[src/rtl/axiAliasRouterPkg.sv]
package axiAliasRouterPkg;

  localparam int ADDR_W = 40;
  localparam int SECT_W = 3;
  localparam logic [1:0] RESP_DECERR = 2'b11;
  localparam logic [ADDR_W-1:0] MIRROR_OFFSET = 40'h02_0000_0000;

  typedef enum logic [1:0] {
    ROUTE_BRIDGE = 2'd0,
    ROUTE_MEM    = 2'd1,
    ROUTE_ERR    = 2'd2
  } routeE;

  // strobes from control to the address datapath
  typedef struct packed {
    logic capture;
    logic retire;
  } pathStrobeT;

  typedef struct packed {
    routeE             route;
    logic [ADDR_W-1:0] addr;
    logic [SECT_W-1:0] section;
    logic              progIlv;
  } decodeT;

  // Address map: bit 34 and above reserved; bit 33 set is the 8-GiB memory span;
  // bit 32 alone is the hole; bit 31 is the low mirror of sections a/b.
  function automatic decodeT decodeAddr(input logic [ADDR_W-1:0] a, input logic bootToMem);
    decodeT d;
    logic [2:0] slot;
    slot      = a[32:30];
    d.route   = ROUTE_BRIDGE;
    d.addr    = a;
    d.section = '0;
    d.progIlv = 1'b0;
    if (|a[ADDR_W-1:34]) begin
      d.route = ROUTE_ERR;
    end else if (a[33]) begin
      d.route   = ROUTE_MEM;
      d.section = slot ^ 3'b010;
      d.progIlv = (slot[2:1] == 2'b01);
    end else if (a[32]) begin
      d.route = ROUTE_ERR;
    end else if (a[31]) begin
      d.route   = ROUTE_MEM;
      d.addr    = a + MIRROR_OFFSET;
      d.section = {2'b00, a[30]};
      d.progIlv = 1'b1;
    end else if (a[31:20] == 12'h000) begin
      d.route = bootToMem ? ROUTE_MEM : ROUTE_BRIDGE;
    end
    return d;
  endfunction

endpackage

[src/rtl/rtrAddrPath.sv]
module rtrAddrPath
  import axiAliasRouterPkg::*;
#(
  parameter int ID_W  = 4,
  parameter int LEN_W = 8
) (
  input  logic              clk,
  input  logic              rstN,
  input  logic              bootToMem,
  input  pathStrobeT        strobe,
  input  logic [ADDR_W-1:0] inAddr,
  input  logic [ID_W-1:0]   inId,
  input  logic [LEN_W-1:0]  inLen,
  input  logic [2:0]        inSize,
  input  logic [1:0]        inBurst,
  input  logic [2:0]        inProt,
  output routeE             inRoute,
  output logic [ADDR_W-1:0] outAddr,
  output logic [ID_W-1:0]   outId,
  output logic [LEN_W-1:0]  outLen,
  output logic [2:0]        outSize,
  output logic [1:0]        outBurst,
  output logic [2:0]        outProt,
  output logic [SECT_W-1:0] outSection,
  output logic              outProgIlv
);

  decodeT dec;

  always_comb dec = decodeAddr(inAddr, bootToMem);
  assign inRoute = dec.route;

  always_ff @(posedge clk or negedge rstN) begin
    if (!rstN) begin
      outAddr    <= '0;
      outId      <= '0;
      outLen     <= '0;
      outSize    <= '0;
      outBurst   <= '0;
      outProt    <= '0;
      outSection <= '0;
      outProgIlv <= 1'b0;
    end else if (strobe.capture) begin
      outAddr    <= dec.addr;
      outId      <= inId;
      outLen     <= inLen;
      outSize    <= inSize;
      outBurst   <= inBurst;
      outProt    <= inProt;
      outSection <= dec.section;
      outProgIlv <= dec.progIlv;
    end else if (strobe.retire) begin
      outAddr    <= '0;
      outId      <= '0;
      outLen     <= '0;
      outSize    <= '0;
      outBurst   <= '0;
      outProt    <= '0;
      outSection <= '0;
      outProgIlv <= 1'b0;
    end
  end

endmodule

[src/rtl/rtrSeq.sv]
module rtrSeq
  import axiAliasRouterPkg::*;
#(
  parameter int LEN_W = 8
) (
  input  logic             clk,
  input  logic             rstN,
  input  logic             arValid,
  input  routeE            arInRoute,
  input  logic [LEN_W-1:0] arLen,
  output logic             arReady,
  output pathStrobeT       arStb,
  output logic             arBrValid,
  input  logic             arBrReady,
  output logic             arMcValid,
  input  logic             arMcReady,
  output logic             errRValid,
  input  logic             errRReady,
  output logic             errRLast,
  input  logic             awValid,
  input  routeE            awInRoute,
  output logic             awReady,
  output pathStrobeT       awStb,
  output logic             awBrValid,
  input  logic             awBrReady,
  output logic             awMcValid,
  input  logic             awMcReady,
  input  logic             errWValid,
  output logic             errWReady,
  input  logic             errWLast,
  output logic             errBValid,
  input  logic             errBReady
);

  typedef enum logic [1:0] {AR_IDLE, AR_FWD_BR, AR_FWD_MC, AR_ERR_DATA} arStE;
  typedef enum logic [2:0] {AW_IDLE, AW_FWD_BR, AW_FWD_MC, AW_ERR_DRAIN, AW_ERR_RESP} awStE;

  arStE             arState, arNext;
  awStE             awState, awNext;
  logic [LEN_W-1:0] beatsLeft;
  logic             finalBeat;

  assign finalBeat = (beatsLeft == '0);

  // read channel
  always_comb begin
    arNext = arState;
    arStb  = '0;
    unique case (arState)
      AR_IDLE: if (arValid) begin
        arStb.capture = 1'b1;
        unique case (arInRoute)
          ROUTE_BRIDGE: arNext = AR_FWD_BR;
          ROUTE_MEM:    arNext = AR_FWD_MC;
          default:      arNext = AR_ERR_DATA;
        endcase
      end
      AR_FWD_BR: if (arBrReady) begin
        arNext       = AR_IDLE;
        arStb.retire = 1'b1;
      end
      AR_FWD_MC: if (arMcReady) begin
        arNext       = AR_IDLE;
        arStb.retire = 1'b1;
      end
      AR_ERR_DATA: if (errRReady && finalBeat) begin
        arNext       = AR_IDLE;
        arStb.retire = 1'b1;
      end
      default: arNext = AR_IDLE;
    endcase
  end

  // write channel
  always_comb begin
    awNext = awState;
    awStb  = '0;
    unique case (awState)
      AW_IDLE: if (awValid) begin
        awStb.capture = 1'b1;
        unique case (awInRoute)
          ROUTE_BRIDGE: awNext = AW_FWD_BR;
          ROUTE_MEM:    awNext = AW_FWD_MC;
          default:      awNext = AW_ERR_DRAIN;
        endcase
      end
      AW_FWD_BR: if (awBrReady) begin
        awNext       = AW_IDLE;
        awStb.retire = 1'b1;
      end
      AW_FWD_MC: if (awMcReady) begin
        awNext       = AW_IDLE;
        awStb.retire = 1'b1;
      end
      AW_ERR_DRAIN: if (errWValid && errWLast) awNext = AW_ERR_RESP;
      AW_ERR_RESP: if (errBReady) begin
        awNext       = AW_IDLE;
        awStb.retire = 1'b1;
      end
      default: awNext = AW_IDLE;
    endcase
  end

  always_ff @(posedge clk or negedge rstN) begin
    if (!rstN) begin
      arState   <= AR_IDLE;
      awState   <= AW_IDLE;
      beatsLeft <= '0;
    end else begin
      arState <= arNext;
      awState <= awNext;
      if (arStb.capture) beatsLeft <= arLen;
      else if (arState == AR_ERR_DATA && errRReady && !finalBeat) beatsLeft <= beatsLeft - 1'b1;
    end
  end

  assign arReady   = (arState == AR_IDLE);
  assign arBrValid = (arState == AR_FWD_BR);
  assign arMcValid = (arState == AR_FWD_MC);
  assign errRValid = (arState == AR_ERR_DATA);
  assign errRLast  = errRValid && finalBeat;

  assign awReady   = (awState == AW_IDLE);
  assign awBrValid = (awState == AW_FWD_BR);
  assign awMcValid = (awState == AW_FWD_MC);
  assign errWReady = (awState == AW_ERR_DRAIN);
  assign errBValid = (awState == AW_ERR_RESP);

endmodule

[src/rtl/axiAliasRouter.sv]
module axiAliasRouter
  import axiAliasRouterPkg::*;
#(
  parameter int ID_W  = 4,
  parameter int LEN_W = 8
) (
  input  logic              clk,
  input  logic              rstN,
  input  logic              bootToMem,
  input  logic              sArValid,
  output logic              sArReady,
  input  logic [ADDR_W-1:0] sArAddr,
  input  logic [ID_W-1:0]   sArId,
  input  logic [LEN_W-1:0]  sArLen,
  input  logic [2:0]        sArSize,
  input  logic [1:0]        sArBurst,
  input  logic [2:0]        sArProt,
  input  logic              sAwValid,
  output logic              sAwReady,
  input  logic [ADDR_W-1:0] sAwAddr,
  input  logic [ID_W-1:0]   sAwId,
  input  logic [LEN_W-1:0]  sAwLen,
  input  logic [2:0]        sAwSize,
  input  logic [1:0]        sAwBurst,
  input  logic [2:0]        sAwProt,
  output logic              arBrValid,
  input  logic              arBrReady,
  output logic              arMcValid,
  input  logic              arMcReady,
  output logic [ADDR_W-1:0] arOutAddr,
  output logic [ID_W-1:0]   arOutId,
  output logic [LEN_W-1:0]  arOutLen,
  output logic [2:0]        arOutSize,
  output logic [1:0]        arOutBurst,
  output logic [2:0]        arOutProt,
  output logic [SECT_W-1:0] arOutSection,
  output logic              arOutProgIlv,
  output logic              awBrValid,
  input  logic              awBrReady,
  output logic              awMcValid,
  input  logic              awMcReady,
  output logic [ADDR_W-1:0] awOutAddr,
  output logic [ID_W-1:0]   awOutId,
  output logic [LEN_W-1:0]  awOutLen,
  output logic [2:0]        awOutSize,
  output logic [1:0]        awOutBurst,
  output logic [2:0]        awOutProt,
  output logic [SECT_W-1:0] awOutSection,
  output logic              awOutProgIlv,
  output logic              errRValid,
  input  logic              errRReady,
  output logic [ID_W-1:0]   errRId,
  output logic [1:0]        errRResp,
  output logic              errRLast,
  input  logic              errWValid,
  output logic              errWReady,
  input  logic              errWLast,
  output logic              errBValid,
  input  logic              errBReady,
  output logic [ID_W-1:0]   errBId,
  output logic [1:0]        errBResp
);

  pathStrobeT arStb, awStb;
  routeE      arInRoute, awInRoute;

  rtrAddrPath #(.ID_W(ID_W), .LEN_W(LEN_W)) u_arPath (
    .clk(clk), .rstN(rstN), .bootToMem(bootToMem), .strobe(arStb),
    .inAddr(sArAddr), .inId(sArId), .inLen(sArLen), .inSize(sArSize),
    .inBurst(sArBurst), .inProt(sArProt), .inRoute(arInRoute),
    .outAddr(arOutAddr), .outId(arOutId), .outLen(arOutLen), .outSize(arOutSize),
    .outBurst(arOutBurst), .outProt(arOutProt), .outSection(arOutSection),
    .outProgIlv(arOutProgIlv)
  );

  rtrAddrPath #(.ID_W(ID_W), .LEN_W(LEN_W)) u_awPath (
    .clk(clk), .rstN(rstN), .bootToMem(bootToMem), .strobe(awStb),
    .inAddr(sAwAddr), .inId(sAwId), .inLen(sAwLen), .inSize(sAwSize),
    .inBurst(sAwBurst), .inProt(sAwProt), .inRoute(awInRoute),
    .outAddr(awOutAddr), .outId(awOutId), .outLen(awOutLen), .outSize(awOutSize),
    .outBurst(awOutBurst), .outProt(awOutProt), .outSection(awOutSection),
    .outProgIlv(awOutProgIlv)
  );

  rtrSeq #(.LEN_W(LEN_W)) u_seq (
    .clk(clk), .rstN(rstN),
    .arValid(sArValid), .arInRoute(arInRoute), .arLen(sArLen), .arReady(sArReady),
    .arStb(arStb), .arBrValid(arBrValid), .arBrReady(arBrReady),
    .arMcValid(arMcValid), .arMcReady(arMcReady),
    .errRValid(errRValid), .errRReady(errRReady), .errRLast(errRLast),
    .awValid(sAwValid), .awInRoute(awInRoute), .awReady(sAwReady),
    .awStb(awStb), .awBrValid(awBrValid), .awBrReady(awBrReady),
    .awMcValid(awMcValid), .awMcReady(awMcReady),
    .errWValid(errWValid), .errWReady(errWReady), .errWLast(errWLast),
    .errBValid(errBValid), .errBReady(errBReady)
  );

  assign errRId   = arOutId;
  assign errRResp = RESP_DECERR;
  assign errBId   = awOutId;
  assign errBResp = RESP_DECERR;

endmodule

[config.mk]
export PLATFORM = sky130hd
export DESIGN_NAME = axiAliasRouter
export DESIGN_NICKNAME = d
export VERILOG_FILES = /design/src/rtl/axiAliasRouterPkg.sv /design/src/rtl/rtrAddrPath.sv /design/src/rtl/rtrSeq.sv /design/src/rtl/axiAliasRouter.sv
export SDC_FILE = /design/constraint.sdc
export NUM_CORES = 1
export LEC_CHECK = 0
export CAP_MARGIN = 15
export CORE_UTILIZATION = 41
export CTS_CLUSTER_SIZE = 14
export DETAILED_ROUTE_END_ITERATION = 7
export GPL_ROUTABILITY_DRIVEN = 0
export PLACE_DENSITY = 0.83
export SETUP_SLACK_MARGIN = 0.3
export SLEW_MARGIN = 15
export SYNTH_ARGS = -nofsm -noshare
export SYNTH_HDL_FRONTEND = slang
export SYNTH_SLANG_ARGS = --single-unit
[constraint.sdc]
create_clock -name clk -period 2 [get_ports clk]
set_input_delay 0.4 -clock clk [delete_from_list [all_inputs] [get_ports clk]]
set_output_delay 0.4 -clock clk [all_outputs]
set_load 0.1 [all_outputs]
==> impl_metrics.tcl <==
set metrics [dict create \
    outcome "complete, but fails checks" \
    violations "negative setup slack" \
    die-area_um2 15150 \
    grt_pass1_vias 6085 \
    synth-edff-count 0 \
    r2r-end "u_arPath.outSection[1]" \
    maxCapViolCount 0 \
    setup_viol 1 \
    cts_buffers 17 \
    ys.flop_type "dfrtp_1" \
    layout.nets 1047 \
    htreeDepth 4 \
    synth_warnings 0 \
    drc_errors 0 \
    io_buffers 278 \
    start_util_pct 42.63 \
    die_h_um 123.1 \
    postRouteWirelength_mm 23.05 \
    max_stage_delay_ns 0.40 \
    hold_depth 2 \
    holdPathEnd "u_awPath.outAddr[37]" \
    worstHoldStart "sAwAddr[37]" \
    crit_fanout 3 \
    cts_sinks 141 \
    grt_pass1_wl_mm 32.00 \
    startpoint_type "flip-flop" \
    yosysSeqAreaShare_pct 58.71 \
    crit_chain "inv_2, ha_4, nor3b_4, and3_4, buf_12" \
    max_freq_mhz 479.5 \
    worstPathArrival_ns 1.69 \
    dr.pass1.iters 4 \
    ant_nets 0 \
    endpoint_kind "output pin" \
    antenna_found_initial 0 \
    die_w_um 123.1 \
    grt_setup_unrepaired "true" \
    clk_path_buf_depth 2 \
    ff2ff_path_depth 7 \
    syn2layout_area_growth_pct 80.84 \
    synthArstFlopShare_pct 100.0 \
    slowest_stage "dfrtp_1" \
    finalSetupTns_ns -0.08530 \
    synth_seq_cells 141 \
    crit_type "reg2out" \
    vias 6005 \
    drive_gt1_share_pct 42.64 \
    synth_area_per_cell_um2 10.56 \
    cts-root-buf "clkbuf_16" \
    synthCells 569 \
    grt_overflow 0 \
    grt_usage_pct 28.18 \
    path_clk_slew_ns 0.06 \
    netlist_area_um2 6010 \
    core_area_um2 14100 \
    cts_tree "yes" \
    worstReg2RegStart "u_seq.beatsLeft[4]" \
    routedWlPerCell_um 20.86 \
    grt_max_degree 66 \
    clock_latency_ns 0.42 \
    fin_cells 1105 \
    synth_cell_types 49 \
    rrSetupSlack_ns 0.08 \
    worst_slack_ns -0.08530 \
    clock_skew_ns 0.01606 \
    timing.final.crit_share_pct 104.3 \
    hpwl_mm 13.26 \
    min_path_type "in2reg" \
    period_minus_slack_ns 2.085 \
    final_max_slew_viol_count 0 \
    io_pins 283 \
    final_hold_viol_count 0 \
    required_ns 1.60 \
    via_per_inst 5.434 \
    drtIter0Drc 443 \
    dp.cells 1010 \
    num_rows 43 \
]
worst max path at each step:
stage / from / endpoint / slack, ns / cells past startpoint
after floorplan: u_seq.awState[0] / u_awPath.outAddr[0] / -0.16 / 5
after global placement: sArAddr[35] / u_seq.arState[0] / -0.14 / 5
after detailed placement: sArAddr[35] / u_seq.arState[0] / -0.17 / 5
after CTS: u_seq.beatsLeft[0] / errRLast / -0.1 / 5
after global routing: u_seq.beatsLeft[2] / errRLast / -0.16 / 4
final: u_seq.beatsLeft[0] / errRLast / -0.09 / 5
stage by stage:
step	util (%)	cell area, um2	setup WS, ns	hold slack, ns
after floorplan	-	6256	-0.1578	0.1044
after global placement	63.27	8919	-0.1432	0.3858
after detailed placement	63.27	8919	-0.1702	0.3845
after CTS	73.07	10300	-0.09531	0.5001
after global routing	77.08	10870	-0.1566	0.2586
final	77.10	10870	-0.08530	0.2591
cells by family after synthesis:
kind of cell | count (synthesis) | share of synthesized area (%)
buffers and inverters | 61 | 6.205
adder cells (fa/ha/maj) | 3 | 0.6247
AND/OR/NAND/NOR | 193 | 14.80
AO/OA/AOI/OAI | 165 | 18.76
flip-flops | 141 | 58.71
multiplexers | 5 | 0.8328
other | 1 | 0.06240
worst max-delay path: cells and delay by family (launching register included):
kind	cells	cell delay (ns)
adder cells (fa/ha/maj)	1	0.14
buffers and inverters	2	0.26
AND/OR/NAND/NOR	2	0.46
flip-flops	1	0.40
placed cells by master (no fill, tap or decap), drive strengths merged, types with 8 or more instances in the layout:
| master | Yosys | layout |
|---|---|---|
| a21oi | 14 | 14 |
| a22o | 59 | 59 |
| buf | 37 | 235 |
| clkbuf | 17 | 25 |
| clkdlybuf4s50 | 0 | 125 |
| dfrtp | 141 | 141 |
| inv | 7 | 8 |
| nand2 | 132 | 132 |
| nand3 | 10 | 10 |
| nor2 | 10 | 10 |
| nor3 | 8 | 8 |
| o21ai | 69 | 69 |
layout make-up:
class / instances / area, um2
Timing Repair Buffer: 374 / 3891
Tap cell: 180 / 225.2
Clock buffer: 19 / 452.9
Multi-Input combinational cell: 370 / 2582
Antenna cell: 1 / 2.502
Sequential cell: 141 / 3545
Inverter: 7 / 30.03
Clock inverter: 13 / 138.9
Fill cell: 863 / 3228
layer usage:
metal  global-route usage, %  vias up  wire (um)
li1                        -     2698          -
met1                   33.38     2938       8651
met2                   47.40      311      11800
met3                   7.749       58       1686
met4                   13.40        0        911
met5                       0        -          0
Yosys cell counts, types with 2 or more instances:
cell | n | area (um2)
nand2b_1 | 2 | 12.51
dfrtp_1 | 141 | 3528
ha_1 | 3 | 37.54
nor4_1 | 6 | 37.54
a22o_1 | 59 | 516.8
a21oi_1 | 14 | 70.07
o21ai_0 | 66 | 330.3
nor3_1 | 7 | 35.03
buf_8 | 6 | 90.09
o22ai_1 | 4 | 25.02
and2_1 | 3 | 18.77
nor3b_1 | 2 | 15.01
o21ai_1 | 3 | 15.01
nand3_1 | 10 | 50.05
o2bb2ai_1 | 4 | 35.03
nor2_1 | 9 | 33.78
nand3b_1 | 2 | 15.01
o211ai_1 | 3 | 22.52
inv_1 | 7 | 26.28
buf_2 | 18 | 90.09
nand4_1 | 3 | 18.77
and3_1 | 2 | 12.51
nor2b_1 | 3 | 18.77
nor4b_1 | 3 | 26.28
clkbuf_1 | 16 | 60.06
buf_4 | 12 | 90.09
a32o_1 | 2 | 20.02
mux2i_1 | 5 | 50.05
or4_4 | 3 | 33.78
nand2_1 | 132 | 495.5
registers in the layout, indices dropped and copies added (netlist names), 3 cells and up:
signal               cells
u_awPath.outId           4
u_awPath.outSize         3
u_awPath.outLen          8
u_arPath.outLen          8
u_arPath.outSize         3
u_seq.beatsLeft          8
u_arPath.outId           4
u_arPath.outProt         3
u_awPath.outAddr        40
u_seq.awState            3
u_awPath.outProt         3
u_arPath.outAddr        40
u_arPath.outSection      3
u_awPath.outSection      3
repair_timing:
action                     CTS  global route
resized for setup          110            37
cloned                      10             9
setup endpoints to repair  103           109
hold endpoints to repair    49             0
hold buffers                 1             0
pin swaps                   52            69
setup buffers               19            23
Power is left out: the tool's default activity adds up to more than one toggle a clock period on the data nets, which glitch-free logic cannot reach.
